### config.mk
export PLATFORM = sky130hd
export DESIGN_NAME = pno_tracker
export DESIGN_NICKNAME = d
export VERILOG_FILES = /design/src/rtl/pno_pkg.sv /design/src/rtl/pno_power_mult.sv /design/src/rtl/pno_decide.sv /design/src/rtl/pno_duty_clamp.sv /design/src/rtl/pno_tracker.sv
export SDC_FILE = /design/constraint.sdc
export NUM_CORES = 1
export LEC_CHECK = 0
export BUFFER_PORTS_ARGS = -buffer_cell sky130_fd_sc_hd__buf_2
export CORE_ASPECT_RATIO = 0.8
export CORE_UTILIZATION = 46
export DETAILED_ROUTE_END_ITERATION = 10
export SYNTH_ARGS = -nofsm -noshare
export SYNTH_HDL_FRONTEND = slang
export SYNTH_SLANG_ARGS = --single-unit
export TNS_END_PERCENT = 5
### constraint.sdc
create_clock -name clk -period 6.25 [get_ports clk]
set_input_delay 0.625 -clock clk [delete_from_list [all_inputs] [get_ports clk]]
set_output_delay 0.625 -clock clk [all_outputs]
set_load 0.02 [all_outputs]
### src/rtl/pno_pkg.sv
package pno_pkg;

    typedef enum logic [1:0] {
        ST_IDLE   = 2'd0,
        ST_MULT   = 2'd1,
        ST_DECIDE = 2'd2
    } pno_state_e;

    // MV_UP raises the duty (lowers array voltage), MV_DOWN lowers it
    typedef enum logic [1:0] {
        MV_HOLD = 2'd0,
        MV_UP   = 2'd1,
        MV_DOWN = 2'd2
    } duty_move_e;

endpackage

### src/rtl/pno_power_mult.sv
module pno_power_mult #(
    parameter int SAMPLE_W = 12,
    localparam int PWR_W   = 2 * SAMPLE_W
) (
    input  logic                clk,
    input  logic                rst,
    input  logic                load,
    input  logic [SAMPLE_W-1:0] mul_a,
    input  logic [SAMPLE_W-1:0] mul_b,
    output logic [PWR_W-1:0]    prod_q
);

    always_ff @(posedge clk) begin
        if (rst) begin
            prod_q <= '0;
        end else if (load) begin
            prod_q <= mul_a * mul_b;
        end
    end

endmodule

### src/rtl/pno_decide.sv
module pno_decide
    import pno_pkg::*;
#(
    parameter int SAMPLE_W = 12,
    localparam int PWR_W   = 2 * SAMPLE_W
) (
    input  logic [PWR_W-1:0]    pwr_now,
    input  logic [PWR_W-1:0]    pwr_prev,
    input  logic [SAMPLE_W-1:0] v_now,
    input  logic [SAMPLE_W-1:0] v_prev,
    output duty_move_e          move,
    output logic                raise_v
);

    logic signed [PWR_W:0]    dp;
    logic signed [SAMPLE_W:0] dv;
    logic                     p_rise;
    logic                     p_fall;
    logic                     v_rose;

    assign dp     = $signed({1'b0, pwr_now}) - $signed({1'b0, pwr_prev});
    assign dv     = $signed({1'b0, v_now}) - $signed({1'b0, v_prev});
    assign p_fall = dp[PWR_W];
    assign p_rise = !dp[PWR_W] && (dp != '0);
    assign v_rose = !dv[SAMPLE_W] && (dv != '0);

    // Same-sign changes keep climbing in voltage; opposite signs back off
    assign raise_v = (p_rise && v_rose) || (p_fall && !v_rose);

    always_comb begin
        if (!p_rise && !p_fall) begin
            move = MV_HOLD;
        end else if (raise_v) begin
            move = MV_DOWN;
        end else begin
            move = MV_UP;
        end
    end

endmodule

### src/rtl/pno_duty_clamp.sv
module pno_duty_clamp
    import pno_pkg::*;
#(
    parameter int DUTY_W = 10
) (
    input  logic [DUTY_W-1:0] duty_cur,
    input  logic [DUTY_W-1:0] step,
    input  logic [DUTY_W-1:0] lim_lo,
    input  logic [DUTY_W-1:0] lim_hi,
    input  duty_move_e        move,
    output logic [DUTY_W-1:0] duty_nxt
);

    logic [DUTY_W:0] sum_up;
    logic [DUTY_W:0] floor_dn;

    assign sum_up   = {1'b0, duty_cur} + {1'b0, step};
    assign floor_dn = {1'b0, lim_lo} + {1'b0, step};

    always_comb begin
        unique case (move)
            MV_UP: begin
                if (sum_up > {1'b0, lim_hi}) begin
                    duty_nxt = lim_hi;
                end else begin
                    duty_nxt = sum_up[DUTY_W-1:0];
                end
            end
            MV_DOWN: begin
                if ({1'b0, duty_cur} < floor_dn) begin
                    duty_nxt = lim_lo;
                end else begin
                    duty_nxt = duty_cur - step;
                end
            end
            default: duty_nxt = duty_cur;
        endcase
    end

endmodule

### src/rtl/pno_tracker.sv
module pno_tracker
    import pno_pkg::*;
#(
    parameter int SAMPLE_W = 12,
    parameter int DUTY_W   = 10
) (
    input  logic                clk,
    input  logic                rst,
    input  logic                tick_en,
    input  logic [SAMPLE_W-1:0] volt_smp,
    input  logic [SAMPLE_W-1:0] curr_smp,
    input  logic [DUTY_W-1:0]   duty_step,
    input  logic [DUTY_W-1:0]   duty_lo,
    input  logic [DUTY_W-1:0]   duty_hi,
    output logic [DUTY_W-1:0]   duty_out,
    output logic                vdir_up
);

    localparam int PWR_W = 2 * SAMPLE_W;
    localparam logic [DUTY_W-1:0] DUTY_MID = {1'b1, {(DUTY_W-1){1'b0}}};

    pno_state_e          state;
    pno_state_e          state_nx;
    logic [SAMPLE_W-1:0] v_cur;
    logic [SAMPLE_W-1:0] i_cur;
    logic [SAMPLE_W-1:0] v_prev;
    logic [PWR_W-1:0]    p_prev;
    logic [PWR_W-1:0]    pwr_q;
    duty_move_e          move;
    logic                raise_v;
    logic [DUTY_W-1:0]   duty_nx;

    pno_power_mult #(.SAMPLE_W(SAMPLE_W)) mult_i (
        .clk    (clk),
        .rst    (rst),
        .load   (state == ST_MULT),
        .mul_a  (v_cur),
        .mul_b  (i_cur),
        .prod_q (pwr_q)
    );

    pno_decide #(.SAMPLE_W(SAMPLE_W)) decide_i (
        .pwr_now  (pwr_q),
        .pwr_prev (p_prev),
        .v_now    (v_cur),
        .v_prev   (v_prev),
        .move     (move),
        .raise_v  (raise_v)
    );

    pno_duty_clamp #(.DUTY_W(DUTY_W)) clamp_i (
        .duty_cur (duty_out),
        .step     (duty_step),
        .lim_lo   (duty_lo),
        .lim_hi   (duty_hi),
        .move     (move),
        .duty_nxt (duty_nx)
    );

    // State register
    always_ff @(posedge clk) begin
        if (rst) begin
            state <= ST_IDLE;
        end else begin
            state <= state_nx;
        end
    end

    always_comb begin
        unique case (state)
            ST_IDLE:   state_nx = tick_en ? ST_MULT : ST_IDLE;
            ST_MULT:   state_nx = ST_DECIDE;
            ST_DECIDE: state_nx = ST_IDLE;
            default:   state_nx = ST_IDLE;
        endcase
    end

    // Outputs and history
    always_ff @(posedge clk) begin
        if (rst) begin
            v_cur    <= '0;
            i_cur    <= '0;
            v_prev   <= '0;
            p_prev   <= '0;
            duty_out <= DUTY_MID;
            vdir_up  <= 1'b0;
        end else begin
            unique case (state)
                ST_IDLE: begin
                    if (tick_en) begin
                        v_cur <= volt_smp;
                        i_cur <= curr_smp;
                    end
                end
                ST_DECIDE: begin
                    duty_out <= duty_nx;
                    if (move != MV_HOLD) begin
                        vdir_up <= raise_v;
                    end
                    v_prev <= v_cur;
                    p_prev <= pwr_q;
                end
                default: ;
            endcase
        end
    end

endmodule

Yosys cells after proc, flatten, opt, wreduce, memory -nomap -nowiden
Cells that the tools add are included.

Memories: 0. Memory bits (read-only): 0. Output and inout bits: 11. RAM bits: 0. Flip-flop bits (word level): 97. Logic and storage cells: 45. Bits of input ports: 57. Latch bits: 0.

Shifts and indexed selects: 0. Reductions and logical operators: 18. Eq/ne operators: 4. Add/subtract/negate cells: 5. Multiply operators: 1. $lt $le $gt $ge: 2. Muxes and demuxes: 7. Divide/modulo/power cells: 0. Bitwise operators: 0.

Operator list (count): $reduce_bool 25->1 (1); $sub 24x24->25 (1); $mul 12x12->24 (1); $add 10x10->11 (2); $mux 10 (2); $pmux 10 s2 (1); $reduce_bool 13->1 (1); $sub 12x12->13 (1); $gt 11x10->1 (1); $lt 10x11->1 (1); $sub 10x10->10 (1); $reduce_and 2->1 (3); $logic_and 1x1->1 (5); $eq 2x1->1 const B (2); $eq 2x2->1 const B (2); $logic_not 1->1 (4); $mux 2 (2); $pmux 2 s2 (1); $reduce_bool 2->1 (2); $logic_not 2->1 (1); $logic_or 1x1->1 (1); $mux 1 (1).

Depth between registers and ports, before layout
Word-level depth: 11. Gate-level depth with buffers: 23. Mapped depth without buffers: 22.

By module
Synthesis repeated with hierarchy kept, for this count alone.

Cells, all modules: 1599. Area total of the unflattened synthesis: 12756.0 um^2.

Modules (own cells, without submodules): pno_power_mult (instances 1, area an instance 5627.9 um^2, cells an instance 663, seq. area each 480.5 um^2); pno_tracker (instances 1, area an instance 2598.7 um^2, cells an instance 290, seq. area each 1461.4 um^2); pno_decide (instances 1, area an instance 2308.5 um^2, cells an instance 343, seq. area each 0.0 um^2); pno_duty_clamp (instances 1, area an instance 2220.9 um^2, cells an instance 303, seq. area each 0.0 um^2).

Worst setup path after synthesis
No wires, ideal clock.

Kind: reg-to-reg. From: reg v_cur[9]. To: reg mult_i.prod_q[23]. Data required time: 6180 ps. Cell stages (with the launch flop): 22. Data arrival time: 5359 ps. Path buffers: 1. Setup slack: 821 ps. Library setup time: 70 ps. Period minus slack after synthesis: 5429 ps. Path through: dfxtp_1 > clkbuf_1 > nand2_1 > fa_1 > inv_1 > fa_1 > fa_1 > fa_1 > inv_1 > fa_1 > inv_1 > ha_1 > a21o_1 > a21o_1 > a21oi_1 > a2bb2oi_1 > o31ai_1 > o41ai_1 > o21ai_0 > xnor2_1 > nand2_1 > a21oi_1.

Cells in the longest elaborated chain, start to end: 1.

Ends and longest elaborated chain: from (decl) (line pno_tracker.sv:24) `logic [SAMPLE_W-1:0] v_cur;`; from (signal assigned) (line pno_tracker.sv:91) `v_cur <= volt_smp;`; $mul 12x12->24 (line pno_power_mult.sv:17) `prod_q <= mul_a * mul_b;`; to (signal assigned) (line pno_power_mult.sv:17); to (decl) (line pno_power_mult.sv:10) `output logic [PWR_W-1:0] prod_q`.

Every way passes these cells. A chain may end at the register's enable or synchronous reset.

Final worst setup path
From: reg v_cur[3]. To: reg mult_i.prod_q[23].

Same word-level chain as after synthesis.

==> impl_metrics.ini <==
[logic_synthesis]
async_reset_ff_share_pct = 0
yosys_warnings = 0
synthesis.nets = 1901
synthCells = 1593
synthesis.area_sq_um = 12200
synth.distinct_cells = 71
ys.flop_type = dfxtp_1
synth_edf_count = 0
ys_seq_area_share_pct = 16.0
synth-seq-cells = 97
postSynthAreaPerCell_sq_um = 7.63

[timing]
fmax_mhz = 172
hold_viol = 0
fin_skew_ns = 0.0125
setup_viol = 0
post-route-period-util_pct = 92.9
rsz0062_at_grt = no
worst_slew_pin_slew_ns = 1.02
final_max_slew_viol_count = 0
slew_headroom_pct = 31.8
finalCriticalPeriod_ns = 5.81
setup-tns-final_ns = 0

[global_route]
grtUsageMet2_pct = 35.3
grt_max_degree = 60
antenna_found_initial = 0
grt_pass1_vias = 9946
grt.total_usage_pct = 25.1
busiest_layer = met1
grt_pass1_wl_mm = 53.3
grt-ovfl-total = 0
grtUsageMet3_pct = 4.19
grt_use_met1_pct = 40.0

[worst_setup_path]
path_max_fanout = 15
reg2reg_depth = 19
path_buf_inv = 2
reg2reg_slack_ns = 0.44
cpPeakStageDelay_ns = 0.67
crit_slowest_cell = dfxtp_1
criticalPathCategory = reg -> reg
path_delay_family = adder cells
cp-startpoint = v_cur[3]
start_kind = register
arrival_ns = 6.10
critPathMostFrequentCell = fa_1
critPathCaptureType = register
rr_endpoint = mult_i.prod_q[23]
cp_cell_sequence = and2_1 > fa_1 > fa_1 > fa_1 > fa_1 > inv_1 > fa_1 > inv_1 > ha_1 > a21o_1 > a21o_1 > a21oi_1 > a2bb2oi_1 > o31ai_1 > o41ai_1 > o21ai_0 > xnor2_1 > nand2_1 > a21oi_1
critPathRequiredTime_ns = 6.55
crit_cells = 19
cp-endpoint = mult_i.prod_q[23]
r2r_start = v_cur[3]

[pwr]
p_int_mw = 1.28
swShare_pct = 37.7
power.switching_mw = 0.773
pwr-share-comb_pct = 37.3
ir_worst_vdd_uv = 130
p_leak_nw = 6.31
seq_power_share_pct = 33.1
power_density_nw_per_um2 = 156
clkPwrFrac_pct = 29.6
finalPower_mw = 2.05

[clock_network]
cts_resized = 0
clk_pin_slew_ns = 0.08
root_buffer = clkbuf_16
holdBufCountCts = 0
cts_buffers = 9
clkLatencyLatePin_ns = 0.37
htree_num_levels = 3
postCtsSetupRepairBufs = 0
clock_sinks = 97
cts_tree = done
cts_buffer_depth = 2

[die]
start_util_pct = 47.4
row_count = 52
io_pins = 68
die_w_microns = 184
die_height_microns = 147
core_sq_um = 25600
dieArea_sq_um = 27100

[final_layout]
utilization_pct = 51.2
nets = 1924
drive_above_1_share_pct = 7.59
diodes = 0
fin_cells = 1971
multi_input_area_sq_um = 9120
fillCellCount = 2586
area_growth_pct = 7.95
regArea_sq_um = 1940

[detailed_routing]
wl_mm = 32.6
wire_per_inst_microns = 16.5
drtPass1Iterations = 5
vias_per_cell = 5.44
vias = 10724
postRouteAntennaNets = 0
drt_iter0_drc = 721
drc = 0

[status]
outcome = finished clean

[place]
dp.cells = 1956
gp_congestion = 0.876
hpwl_mm = 26.3
placement.io_buffers = 67

[worst_hold_path]
min_path_type = reg -> reg

[flow_run]
maxCapViolations = 0
## final cells by class
type	instances	area share [%]
Timing Repair Buffer	90	3.89
Clock buffer	11	1.93
Tap cell	351	3.35
Sequential cell	97	14.8
Multi-Input combinational cell	1204	69.5
Clock inverter	4	0.448
Inverter	214	6.12
## kinds of logic after synthesis
| kind of cell | Yosys count | share of synthesized area (%) |
|---|---|---|
| XOR/XNOR | 40 | 2.88 |
| AO/OA/AOI/OAI | 340 | 17.7 |
| AND/OR/NAND/NOR | 567 | 21.5 |
| flip-flops | 97 | 16.0 |
| adder cells (fa/ha/maj) | 251 | 32.3 |
| multiplexers | 6 | 0.504 |
| buffers and inverters | 292 | 9.10 |
## registers in the layout, summed over array words and instances, names as in the netlist
register	flops
v_prev	12
duty_out	10
state	2
v_cur	12
vdir_up	1
p_prev	24
i_cur	12
mult_i.prod_q	24
## cell usage after synthesis, types with 9 or more instances
| cell type | instances | area, sq um |
|---|---|---|
| a21o_1 | 21 | 158 |
| a21oi_1 | 148 | 741 |
| and2_1 | 60 | 375 |
| and3_1 | 10 | 62.6 |
| clkbuf_1 | 67 | 251 |
| dfxtp_1 | 97 | 1940 |
| fa_1 | 105 | 2100 |
| ha_1 | 146 | 1830 |
| inv_1 | 214 | 803 |
| nand2_1 | 302 | 1130 |
| nand2b_1 | 21 | 131 |
| nand3_1 | 19 | 95.1 |
| nand4_1 | 10 | 62.6 |
| nor2_1 | 66 | 248 |
| nor2b_1 | 15 | 93.8 |
| nor3_1 | 23 | 115 |
| o2111ai_1 | 9 | 78.8 |
| o21a_1 | 11 | 82.6 |
| o21ai_0 | 55 | 275 |
| o21bai_1 | 10 | 75.1 |
| or3_1 | 12 | 75.1 |
| xnor2_1 | 25 | 219 |
| xor2_1 | 15 | 131 |
## worst min path at each step
stage,to,start,depth (start not counted),slack (ns)
after floorplan,p_prev[10],p_prev[10],2,0.44
final,p_prev[4],p_prev[4],2,0.45
after CTS,p_prev[4],p_prev[4],2,0.46
after global routing,p_prev[7],p_prev[7],2,0.47
after detailed placement,p_prev[4],p_prev[4],2,0.45
after global placement,p_prev[12],p_prev[12],2,0.44
## worst register-to-register path, delay by kind of cell (launching register included)
family,cells,cell delay (ns)
adders and majority gates,6,2.93
AOI/OAI and AO/OA,8,1.55
DFF,1,0.67
and+or+nand+nor,2,0.31
xor gates and xnor gates,1,0.18
buffers and inverters,2,0.10
## metrics by stage
step	worst slack (ns)	hold WS (ns)	area, sq um
after floorplan	0.821	0.436	12200
after global placement	0.564	0.442	12800
after detailed placement	0.484	0.447	12800
after CTS	0.448	0.456	13100
after global routing	0.139	0.472	13100
final	0.445	0.453	13100
## per-layer routing
layer | up-vias | share of wire [%]
li1 | 5329 | -
met1 | 5096 | 53
met2 | 283 | 41
met3 | 16 | 6.2
met4 | 0 | 0.73
met5 | - | 0
## power by group through the flow
stage	sequential (mW)	clock (mW)	combinational [mW]
2_1_floorplan	0.673	0	0.560
3_3_place_gp	0.691	0	0.753
3_5_place_dp	0.692	0	0.757
4_1_cts	0.677	0.625	0.762
5_1_grt	0.683	0.650	0.859
6_report	0.678	0.608	0.765
## cell usage in the layout, fill, tap and decap left out, types with 21 or more instances in the layout
master	netlist	routed
dfxtp_1	97	97
buf_2	3	66
nand2_1	302	302
buf_4	2	24
fa_1	105	105
xnor2_1	25	25
and2_1	60	60
inv_1	214	214
a21o_1	21	21
a21oi_1	148	148
nor2_1	66	66
o21ai_0	55	55
ha_1	146	146
nor3_1	23	23
Note: power is estimated with default switching activity, not from simulation.
